`src/rtl/lp_pkg.sv`:
```
package lp_pkg;
   typedef enum logic [1:0] {
      ST_RUN  = 2'd0,
      ST_IDLE = 2'd1,
      ST_PD   = 2'd2,
      ST_WAKE = 2'd3
   } lp_state_e;

   localparam int PC_IDLE = 0;
   localparam int PC_PD   = 1;
   localparam int PC_W    = 4;

   localparam logic [1:0] SRC_INT0  = 2'd0;
   localparam logic [1:0] SRC_INT1  = 2'd1;
   localparam logic [1:0] SRC_OTHER = 2'd2;
endpackage

```
`src/rtl/lp_rst_filter.sv`:
```
module lp_rst_filter #(
   parameter int HOLD = 24
) (
   input  logic clk,
   input  logic rst_n,
   output logic sys_rst
);
   if (HOLD < 2) begin : g_bad_hold
      $error("lp_rst_filter: HOLD must be at least 2");
   end

   logic [HOLD-1:0] hist;

   always_ff @(posedge clk) begin
      hist <= {hist[HOLD-2:0], rst_n};
   end

   assign sys_rst = ~|hist;


   rst_release_chk: assert property (@(posedge clk) disable iff (sys_rst)
      rst_n |=> !sys_rst);
endmodule

```
`src/rtl/lp_wake_arb.sv`:
```
module lp_wake_arb #(
   parameter int NPIN = 2
) (
   input  logic            clk,
   input  logic            clr,
   input  logic            arm,
   input  logic [NPIN-1:0] ext_n,
   input  logic [NPIN-1:0] ext_en,
   input  logic [NPIN-1:0] ext_pri,
   output logic            any_low,
   output logic            rel_any,
   output logic [1:0]      pick
);
   if (NPIN != 2) begin : g_bad_npin
      $error("lp_wake_arb: exactly two external pins are supported");
   end

   logic [NPIN-1:0] held;
   logic [NPIN-1:0] rel;

   for (genvar i = 0; i < NPIN; i++) begin : g_pin
      always_ff @(posedge clk) begin
         if (clr || !arm) begin
            held[i] <= 1'b0;
            rel[i]  <= 1'b0;
         end else begin
            held[i] <= held[i] | (ext_en[i] & ~ext_n[i]);
            rel[i]  <= rel[i] | (held[i] & ext_n[i]);
         end
      end
   end

   assign any_low = |(ext_en & ~ext_n);
   assign rel_any = |(rel | (held & ext_n));

   always_comb begin
      if (held == 2'b11)
         pick = (ext_pri[1] & ~ext_pri[0]) ? 2'd1 : 2'd0;
      else if (held[1])
         pick = 2'd1;
      else
         pick = 2'd0;
   end


   held_sticky_chk: assert property (@(posedge clk) disable iff (clr)
      arm |=> ((held & $past(held)) == $past(held)));
endmodule

```
`src/rtl/lp_stab_cnt.sv`:
```
module lp_stab_cnt #(
   parameter int STAB = 16
) (
   input  logic clk,
   input  logic clr,
   input  logic run,
   output logic done
);
   if (STAB < 1) begin : g_bad_stab
      $error("lp_stab_cnt: STAB must be at least 1");
   end

   localparam int CW = $clog2(STAB + 1);
   localparam logic [CW-1:0] LIMIT = CW'(STAB);

   logic [CW-1:0] cnt;

   always_ff @(posedge clk) begin
      if (clr || !run)
         cnt <= '0;
      else if (cnt != LIMIT)
         cnt <= cnt + 1'b1;
   end

   assign done = (cnt == LIMIT);


   stab_hold_chk: assert property (@(posedge clk) disable iff (clr)
      (run && !done) |=> (!run || cnt != '0));
endmodule

```
`src/rtl/lp_seq.sv`:
```
module lp_seq
   import lp_pkg::*;
#(
   parameter int RST_HOLD = 24,
   parameter int STAB_CYC = 16
) (
   input  logic       clk,
   input  logic       rst_n,
   input  logic       pcon_we,
   input  logic [3:0] pcon_wdata,
   input  logic       instr_retire,
   input  logic       irq_pend,
   input  logic [1:0] ext_n,
   input  logic [1:0] ext_en,
   input  logic [1:0] ext_pri,
   output logic       cpu_ce,
   output logic       per_ce,
   output logic       osc_en,
   output logic       bus_hold,
   output logic [3:0] pcon_q,
   output logic       sfr_init,
   output logic       wake_pulse,
   output logic [1:0] wake_src
);
   lp_state_e       st;
   logic [PC_W-1:0] pcon_r;
   logic            sys_rst;
   logic            any_low;
   logic            rel_any;
   logic [1:0]      pick;
   logic            stab_done;
   logic            arm;

   lp_rst_filter #(.HOLD(RST_HOLD)) u_rst (
      .clk     (clk),
      .rst_n   (rst_n),
      .sys_rst (sys_rst)
   );

   assign arm = (st == ST_PD) || (st == ST_WAKE);

   lp_wake_arb #(.NPIN(2)) u_arb (
      .clk     (clk),
      .clr     (sys_rst),
      .arm     (arm),
      .ext_n   (ext_n),
      .ext_en  (ext_en),
      .ext_pri (ext_pri),
      .any_low (any_low),
      .rel_any (rel_any),
      .pick    (pick)
   );

   lp_stab_cnt #(.STAB(STAB_CYC)) u_stab (
      .clk  (clk),
      .clr  (sys_rst),
      .run  (st == ST_WAKE),
      .done (stab_done)
   );

   always_ff @(posedge clk) begin
      if (sys_rst) begin
         st         <= ST_RUN;
         pcon_r     <= '0;
         wake_pulse <= 1'b0;
         wake_src   <= SRC_INT0;
      end else begin
         wake_pulse <= 1'b0;
         unique case (st)
            ST_RUN: begin
               if (instr_retire && pcon_r[PC_PD])
                  st <= ST_PD;
               else if (instr_retire && pcon_r[PC_IDLE])
                  st <= ST_IDLE;
               if (pcon_we)
                  pcon_r <= pcon_wdata;
            end
            ST_IDLE: begin
               if (irq_pend) begin
                  st          <= ST_RUN;
                  pcon_r[1:0] <= 2'b00;
                  wake_pulse  <= 1'b1;
                  wake_src    <= SRC_OTHER;
               end
            end
            ST_PD: begin
               if (any_low)
                  st <= ST_WAKE;
            end
            ST_WAKE: begin
               if (stab_done && rel_any) begin
                  st          <= ST_RUN;
                  pcon_r[1:0] <= 2'b00;
                  wake_pulse  <= 1'b1;
                  wake_src    <= pick;
               end
            end
            default: st <= ST_RUN;
         endcase
      end
   end

   assign cpu_ce   = (st == ST_RUN);
   assign per_ce   = (st == ST_RUN) || (st == ST_IDLE);
   assign osc_en   = (st != ST_PD) || any_low || !rst_n;
   assign bus_hold = (st != ST_RUN);
   assign pcon_q   = pcon_r;
   assign sfr_init = sys_rst;


   idle_entry_chk: assert property (@(posedge clk) disable iff (sys_rst)
      (cpu_ce && pcon_q[0] && !pcon_q[1] && instr_retire) |=> (!cpu_ce && per_ce && osc_en));


   pd_entry_chk: assert property (@(posedge clk) disable iff (sys_rst)
      (cpu_ce && pcon_q[1] && instr_retire) |=> (!cpu_ce && !per_ce));


   idle_exit_chk: assert property (@(posedge clk) disable iff (sys_rst)
      (per_ce && !cpu_ce && irq_pend) |=> (cpu_ce && wake_pulse && !pcon_q[0]));


   flag_keep_chk: assert property (@(posedge clk) disable iff (sys_rst)
      !(pcon_we && cpu_ce) |=> $stable(pcon_q[3:2]));


   pulse_run_chk: assert property (@(posedge clk) disable iff (sys_rst)
      wake_pulse |-> (cpu_ce && $past(!cpu_ce)));
endmodule

```
`config.mk`:
```
export PLATFORM = sky130hd
export DESIGN_NAME = lp_seq
export DESIGN_NICKNAME = d
export VERILOG_FILES = /design/src/rtl/lp_pkg.sv /design/src/rtl/lp_rst_filter.sv /design/src/rtl/lp_wake_arb.sv /design/src/rtl/lp_stab_cnt.sv /design/src/rtl/lp_seq.sv
export SDC_FILE = /design/constraint.sdc
export NUM_CORES = 1
export LEC_CHECK = 0
export BUFFER_PORTS_ARGS = -buffer_cell sky130_fd_sc_hd__buf_2
export CORE_MARGIN = 2
export CORE_UTILIZATION = 47
export DETAILED_ROUTE_END_ITERATION = 7
export PLACE_DENSITY = 0.72
export REMOVE_ABC_BUFFERS = 1
export SETUP_SLACK_MARGIN = 0.15
export SYNTH_ARGS = -nofsm -noshare
export SYNTH_HDL_FRONTEND = slang
export SYNTH_SLANG_ARGS = --single-unit
```
`constraint.sdc`:
```
create_clock -name clk -period 1.5 [get_ports clk]
set_clock_uncertainty 0.1 [all_clocks]
set_input_delay 0.15 -clock clk [delete_from_list [all_inputs] [get_ports clk]]
set_output_delay 0.15 -clock clk [all_outputs]
set_load 0.03 [all_outputs]
```
==> results of run 1 <==
worst max-delay path: stages (launching register included):
cell and delay (ns):
dfxtp_2 0.36, nor4_4 0.26, nand4_1 0.20, nor2_4 0.19, buf_6 0.15
worst min-delay path by stage:
stage                     depth (start not counted)       endpoint       start
after floorplan                                   0  u_rst.hist[0]       rst_n
after global placement                            1  u_rst.hist[0]       rst_n
after detailed placement                          1  u_rst.hist[0]       rst_n
after CTS                                         4    wake_src[0]  ext_pri[0]
after global routing                              4    wake_src[0]  ext_pri[0]
final                                             4    wake_src[0]  ext_pri[0]
metrics by stage:
| step | setup TNS, ns | cells | cell area, um^2 |
|---|---|---|---|
| final | -1.09 | 216 | 1980 |
| after global routing | -2.75 | 216 | 1980 |
| after CTS | -0.845 | 214 | 1890 |
| after detailed placement | -0.606 | 195 | 1630 |
| after global placement | -0.357 | 195 | 1630 |
| after floorplan | -4.72 | 124 | 1360 |
cell type report:
cell class | instances | share of cell area
clock inverters | 3 | 0.0127
flip-flops and latches | 42 | 0.432
multi-input cells | 76 | 0.304
well taps | 31 | 0.0196
inverters | 6 | 0.0120
repair buffers | 53 | 0.200
clock buffers | 5 | 0.0190
power breakdown:
| part | switching (uW) | internal (uW) |
|---|---|---|
| combinational | 425 | 373 |
| clock | 388 | 191 |
| sequential | 102 | 1270 |
synth_stat cells:
master | count | area [um^2]
clkinv_1 | 1 | 3.75
and2b_2 | 3 | 26.3
o2111a_1 | 1 | 11.3
inv_1 | 5 | 18.8
dfxtp_1 | 42 | 841
xor2_1 | 2 | 17.5
nor2_1 | 5 | 18.8
buf_4 | 1 | 7.51
nor4_1 | 8 | 50.1
a21o_2 | 2 | 17.5
nand2_1 | 9 | 33.8
mux2_2 | 1 | 11.3
nand3_1 | 5 | 25.0
a2111oi_1 | 1 | 10.0
o21ai_0 | 3 | 15.0
o211ai_1 | 1 | 7.51
nor3_1 | 7 | 35.0
xnor2_1 | 2 | 17.5
a21oi_1 | 7 | 35.0
ha_1 | 2 | 25.0
a31oi_1 | 4 | 25.0
a21oi_2 | 1 | 8.76
o21a_1 | 1 | 7.51
nor3b_1 | 3 | 22.5
nor2_4 | 1 | 11.3
o221ai_1 | 1 | 8.76
o21ai_4 | 1 | 16.3
buf_6 | 3 | 33.8
nand4_1 | 3 | 18.8
mux2i_1 | 1 | 10.0
nor4bb_1 | 1 | 10.0
state kept, by name (all words and copies together), names as in the netlist:
| signal | flops |
|---|---|
| wake_src | 2 |
| wake_pulse | 1 |
| pcon_q | 4 |
| st | 2 |
| u_stab.cnt | 5 |
| u_rst.hist | 24 |
| u_arb.rel | 2 |
| u_arb.held | 2 |
repair_timing:
action	4_1_cts	5_1_grt
pin swaps	8	7
endpoints found under the hold margin	4	0
endpoints found under the setup margin	23	24
hold buffers	5	0
buffers inserted	6	2
gates resized for setup	30	16
logic make-up after synthesis:
group / after synthesis
flops: 42
fa+ha+maj: 2
buf+inv: 10
simple gates: 45
xor+xnor: 4
compound gates: 23
mux: 2
metal layers:
layer / wire [um] / part of all wire
met1: 1400 / 0.42
met5: 0 / 0
met4: 37 / 0.011
met3: 142 / 0.042
met2: 1780 / 0.53
==> out/metrics.cfg, run 1 <==
[run_status]
status=finished with violations
violations=negative setup slack

[synthesis]
syn_area_per_cell_um2=10.9
synth-xor-area-share=0.0250
synth-warning-count=0
ys_ff_latch=42
synthMuxAreaShare=0.0152
synth_top_family_by_area=simple AND/OR/NAND/NOR gates
synth_area_mm2=0.00140
synth_cell_types=31
synth-compound-area-share=0.116
yosysSeqAreaShare=0.601
postSynthCellCount=128
yosys.area_share.simple=0.180
synth_fa_ha_area_frac=0.0179

[layout]
final_cell_mix=dfxtp_1 (33), buf_2 (21), buf_4 (17), buf_6 (10)
antenna_cells=0
area_delta_synth_final_pct=41.2
drive_gt1_frac=0.476
multi_input_area_um2=602
post-route-util=0.705
fin_nets=201
register_area_um2=855
final_common_cell=dfxtp_1
nFillCells=207

[flow_run]
drv_cap=0

[route]
first_iter_violations=48
wl_per_cell_um=15.5
vias_per_cell=5.30
drtPass1Iterations=6
drc=0
antenna_left=0
vias=1144
wirelength_um=3360

[clock_tree]
clock-sinks=42
clk_pin_slew_ns=0.13
clockBufferDepth=2
htree_levels=2
clock_latency_ns=0.35
cts_made_buffers=5
root_buffer=clkbuf_4
cts_tree=done

[setup_path]
reg2regPathDepth=6
rr_endpoint=u_stab.cnt[0]
cp-end-kind=output pin
cp_max_fo=2
critPathCapture=sfr_init
r2r-start=u_rst.hist[17]
start_kind=flop
reg2reg_slack_ns=-0.07
cp.required_ns=1.25
cp-startpoint=u_rst.hist[17]
crit_type=reg -> out
cp.arrival_ns=1.51

[grt]
grt_pass1_wl_um=5550
gr-usage-met3=0.0527
grt_overflow=0
grt_max_degree=16
grt_pass1_vias=1198
grtUsageMet1=0.260
antenna_found_initial=0
track_usage=0.221
grt_busiest_layer=met2
met2_usage=0.400

[timing]
setup_viol=19
fin_crit_sh=1.17
timing.final.crit_period_ns=1.76
worstMarginPinSlew_ns=0.321
slew-limit-headroom=0.785
clock.fmax_ghz=0.568
setup_ws_ns=-0.260
drv_slew=0
hold_violations=0
rsz0062_at_grt=yes
whs_ns=0.0162

[hold_path]
hp-class=in -> reg

[floorplanning]
initial_core_util=0.499
pin_count=27
die_area_mm2=0.00343
fp.dieW_um=58.6
rows=19
core_mm2=0.00281
fp.dieH_um=58.6

[power]
p_per_area_mw_per_mm2=1390
total_power_uw=2750
ir_drop_mv=1.07
static-leakage-power_uw=0.000817

[place]
dpl.hpwl_um=2100
portBuffers=26
place_ws_ns=-0.0613
gp_congestion=0.761

No activity file was read; power rests on OpenSTA's default activity.
==> run 2, diff against run 1 <==
Settings changed: CORE_UTILIZATION 47 to 50, CTS_BUF_LIST from default to sky130_fd_sc_hd__clkbuf_4 sky130_fd_sc_hd__clkbuf_8, PLACE_DENSITY 0.72 to 0.76.
==> out/metrics.cfg, run 2 (same netlist as run 1, synthesis figures left out) <==
[run_status]
status=finished with violations
violations=negative setup slack

[clock_tree]
root_buffer=clkbuf_4
cts_made_buffers=5  ; unchanged
clk_pin_slew_ns=0.12  ; about the same
htree_levels=2  ; unchanged
clock-sinks=42  ; unchanged
clockBufferDepth=2  ; unchanged
clock_latency_ns=0.36  ; about the same
cts_tree=done

[setup_path]
r2r-start=u_rst.hist[1]
cp.arrival_ns=1.55  ; +0.04 ns
reg2reg_slack_ns=-0.25  ; -0.18 ns
cp_max_fo=2  ; unchanged
cp-startpoint=u_rst.hist[1]
cp-end-kind=output pin
max_stage_delay_ns=0.34  ; -0.02 ns
start_kind=flop
cp.required_ns=1.25  ; about the same
path_cells=nor4_2 > nand4_1 > nor2_4 > buf_6
rr_endpoint=st[0]
reg2regPathDepth=8  ; +2
crit_type=reg -> out
slowest_stage=dfxtp_1

[route]
vias=1238  ; +8.2%
met3_length_um=220  ; +55%
wl_met2_um=2010  ; +13%
drtPass1Iterations=4  ; -2
first_iter_violations=36  ; -25%
top_layer=met4
m1WireLength_um=1530  ; +9.2%
drc=0  ; unchanged
antenna_left=0  ; unchanged
vias_per_cell=5.60  ; +5.8%
wl_per_cell_um=17.6  ; +13%
wirelength_um=3890  ; +16%

[timing]
drv_slew=0  ; unchanged
rsz0062_at_grt=yes
whs_ns=0.0194  ; +0.00325 ns
fin_crit_sh=1.20  ; +0.0295
timing.final.crit_period_ns=1.80  ; +0.0442 ns
clock.fmax_ghz=0.554  ; -2.4%
setup_viol=20  ; +1
hold_violations=0  ; unchanged
worstMarginPinSlew_ns=0.363  ; +0.0422 ns
fin_setup_tns_ns=-4.28  ; -3.19 ns
slew-limit-headroom=0.757  ; -0.0282
setup_ws_ns=-0.304  ; -0.0442 ns

[floorplanning]
die_area_mm2=0.00324  ; -5.6%
core_mm2=0.00271  ; -3.4%
rows=19  ; unchanged
fp.dieW_um=56.9  ; -2.8%
pin_count=27  ; unchanged
initial_core_util=0.517  ; +0.0175
fp.dieH_um=56.9  ; -2.8%

[layout]
final_common_cell=dfxtp_1
nFillCells=179  ; -14%
largest_reg_flops=24  ; unchanged
area_delta_synth_final_pct=48.5
drive_gt1_frac=0.495  ; +0.0191
final_cell_mix=dfxtp_1 (37), buf_2 (21), buf_4 (20), buf_6 (11), nand2_1 (9)
largest-register=u_rst.hist
antenna_cells=0  ; unchanged
fin_nets=207  ; +3.0%

[hold_path]
hp-class=in -> reg
hold_depth=3  ; -1
min_to=pcon_q[0]
min-delay-start=pcon_wdata[0]

[grt]
grt_pass1_vias=1237  ; +3.3%
grt_pass1_wl_um=5780  ; +4.0%
antenna_found_initial=0  ; unchanged
grt_overflow=0  ; unchanged
track_usage=0.239  ; +0.0181
grt_max_degree=13  ; -3

[place]
dpl.hpwl_um=2080  ; -1.0%
gp_congestion=0.759  ; -0.26%
portBuffers=26  ; unchanged

[power]
static-leakage-power_uw=0.000864  ; +5.8%
ir_drop_mv=1.20  ; +12%
total_power_uw=3020  ; +9.8%
p_per_area_mw_per_mm2=1450  ; +4.4%

[flow_run]
drv_cap=0  ; unchanged

## run 2: changes by cell type in the layout (fill, tap and decap cells not counted), sizes merged
cell      delta
buf          +6
clkinv       -2
bufinv       +1
clkbuf       +1
clkinvlp     -1
## run 2: metal layers
metal,up-vias,GRT usage
met2,50,0.396
met3,15,0.0783
met5,-,0
met4,0,0.113
li1,578,-
met1,595,0.278
## run 2: worst max path at each step
stage	end	slack (ns)	cells past startpoint
floorplan	pcon_q[0]	-0.56	6
global placement	st[0]	-0.03	7
detailed placement	st[0]	-0.07	7
CTS	sfr_init	-0.26	4
global route	sfr_init	-0.37	4
finish	sfr_init	-0.30	4
## run 2: cell type report
type	instances	area, um^2	share of cell area
inverters	6	25.0	0.0120
clock inverters	1	30.0	0.0144
well taps	31	38.8	0.0187
repair buffers	59	464	0.223
flip-flops and latches	42	852	0.410
multi-input cells	76	618	0.297
clock buffers	6	51.3	0.0247
## run 2: what timing repair did
action,CTS,global route
pin swaps,7,4
setup buffers,8,6
endpoints found under the setup margin,23,23
endpoints found under the hold margin,4,0
resized for setup,35,16
hold buffers,5,0
## run 2: worst max-delay path: cells and delay by family (launching register included)
| family | cells | cell delay (ns) |
|---|---|---|
| buffers and inverters | 1 | 0.15 |
| flip-flops | 1 | 0.34 |
| AND/OR/NAND/NOR | 3 | 0.70 |
## run 2: through the flow
step / utilization / cells / setup slack (ns) / instance area [um^2]
5_1_grt: 0.767 / 221 / -0.371 / 2080
6_report: 0.767 / 221 / -0.304 / 2080
3_3_place_gp: 0.602 / 195 / -0.0281 / 1630
2_1_floorplan: - / 124 / -0.562 / 1360
4_1_cts: 0.724 / 215 / -0.256 / 1960
3_5_place_dp: 0.602 / 195 / -0.0741 / 1630
## run 2: power by group
group | switching, uW | internal [uW]
registers | 117 | 1270
logic | 473 | 422
clock network | 356 | 388
==> run 3, diff against run 2 <==
Settings changed: CELL_PAD_IN_SITES_DETAIL_PLACEMENT from default to 1, CELL_PAD_IN_SITES_GLOBAL_PLACEMENT from default to 1, CORE_UTILIZATION 50 to 39, PLACE_DENSITY 0.76 to default, PLACE_DENSITY_LB_ADDON from default to 0.1, REMOVE_ABC_BUFFERS 1 to default, SKIP_CTS_REPAIR_TIMING from default to 1.
==> out/metrics.cfg, run 3 (same netlist as run 1, synthesis figures left out) <==
[place]
gp_congestion=0.699  ; -7.9%
portBuffers=26  ; unchanged
dpl.hpwl_um=2420  ; +16%

[route]
drtPass1Iterations=3  ; -1
vias=1131  ; -8.6%
wl_per_cell_um=15.3  ; -13%
vias_per_cell=4.92  ; -12%
wirelength_um=3530  ; -9.3%
drc=0  ; unchanged
antenna_left=0  ; unchanged
first_iter_violations=19  ; -47%

[setup_path]
cp.arrival_ns=1.55  ; about the same
rr_endpoint=wake_src[0]
r2r-start=u_rst.hist[17]
cp-end-kind=output pin
reg2regPathDepth=6  ; -2
crit_type=reg -> out
reg2reg_slack_ns=-0.10  ; +0.15 ns
cp.required_ns=1.25  ; about the same
cp_max_fo=3  ; +1
start_kind=flop

[timing]
fin_setup_tns_ns=-1.57  ; +2.71 ns
setup_viol=19  ; -5.0%
setup_ws_ns=-0.298  ; +0.00678 ns
rsz0062_at_grt=yes
fin_crit_sh=1.20  ; -0.00452
hold_violations=0  ; unchanged
worstMarginPinSlew_ns=0.303  ; -0.0602 ns
timing.final.crit_period_ns=1.80  ; -0.00678 ns
drv_slew=0  ; unchanged
slew-limit-headroom=0.797  ; +0.0397
clock.fmax_ghz=0.556  ; +0.38%
whs_ns=0.00647  ; -0.0129 ns

[flow_run]
drv_cap=0  ; unchanged

[layout]
final_common_cell=dfxtp_1
drive_gt1_frac=0.500  ; +0.00526
fin_nets=200  ; -3.4%
area_delta_synth_final_pct=44.5
nFillCells=358  ; +100%
largest_reg_flops=24  ; unchanged
final_cell_mix=dfxtp_1 (34), buf_2 (22), buf_4 (17), nand2_1 (8)
antenna_cells=0  ; unchanged
largest-register=u_rst.hist

[power]
p_per_area_mw_per_mm2=1390  ; -4.5%
total_power_uw=2810  ; -7.1%
static-leakage-power_uw=0.000811  ; -6.1%
ir_drop_mv=0.680  ; -43%

[clock_tree]
clk_pin_slew_ns=0.13  ; about the same
cts_made_buffers=5  ; unchanged
cts_tree=done
root_buffer=clkbuf_4
clock-sinks=42  ; unchanged
clock_latency_ns=0.35  ; about the same
htree_levels=2  ; unchanged
clockBufferDepth=2  ; unchanged

[hold_path]
min-delay-start=instr_retire
hold_depth=3  ; unchanged
hp-class=in -> reg
min_to=st[0]

[grt]
grt_max_degree=16  ; +3
grt_pass1_wl_um=5420  ; -6.2%
grt_overflow=0  ; unchanged
antenna_found_initial=0  ; unchanged
track_usage=0.176  ; -0.0630
grt_pass1_vias=1129  ; -8.7%

[floorplanning]
fp.dieW_um=63.9  ; +12%
die_area_mm2=0.00409  ; +26%
rows=21  ; +2
core_mm2=0.00339  ; +25%
fp.dieH_um=63.9  ; +12%
initial_core_util=0.413  ; -0.104
pin_count=27  ; unchanged

[run_status]
violations=negative setup slack
status=finished with violations

[synthesis]
synth_fp_nets=145

## run 3: cell count changes in the layout (fill, tap and decap cells not counted), sizes merged
cell,delta
bufinv,-1
clkinv,+1
buf,-8
clkinvlp,+1
inv,+1
dlygate4sd3,-1
clkbuf,+1
## run 3: worst max-delay path, cell delays in order, from the launching register on
cell	delay (ns)
dfxtp_2	0.36
nor4_4	0.27
nand4_1	0.22
nor2_4	0.20
buf_6	0.15
## run 3: worst max path at each step
stage,start,end,cells after the start
3_5_place_dp,u_stab.cnt[0],wake_src[0],7
2_1_floorplan,u_stab.cnt[1],st[0],7
6_report,u_rst.hist[17],sfr_init,4
4_1_cts,u_rst.hist[12],sfr_init,4
3_3_place_gp,u_rst.hist[12],sfr_init,4
5_1_grt,u_rst.hist[21],sfr_init,4
## run 3: cell type report
cell class | count | area [um^2] | share of cell area
clock inverters | 3 | 25.0 | 0.0124
repair buffers | 52 | 402 | 0.199
multi-input cells | 76 | 621 | 0.307
well taps | 46 | 57.6 | 0.0284
inverters | 6 | 25.0 | 0.0124
clock buffers | 5 | 37.5 | 0.0186
flip-flops and latches | 42 | 856 | 0.423
## run 3: per-stage QoR
stage | setup slack (ns) | utilization | area (um^2) | std cells
after global routing | -0.408 | 0.597 | 2020 | 230
after floorplan | 0.0783 | - | 1450 | 128
final | -0.298 | 0.597 | 2020 | 230
after global placement | -0.0165 | 0.496 | 1680 | 206
after CTS | -0.448 | 0.515 | 1750 | 214
after detailed placement | -0.127 | 0.496 | 1680 | 206
## run 3: power by group
part	leakage (uW)	switching, uW	internal, uW
sequential	0.000351	131	1270
combinational	0.000428	425	401
clock	0.0000318	389	191
total	0.000811	945	1860
## run 3: per-layer routing
| layer | routed length, um | share of wire | track usage |
|---|---|---|---|
| met1 | 1580 | 0.45 | 0.201 |
| met5 | 0 | 0 | 0 |
| met2 | 1800 | 0.51 | 0.306 |
| met4 | 51 | 0.014 | 0.0652 |
| met3 | 89 | 0.025 | 0.0528 |
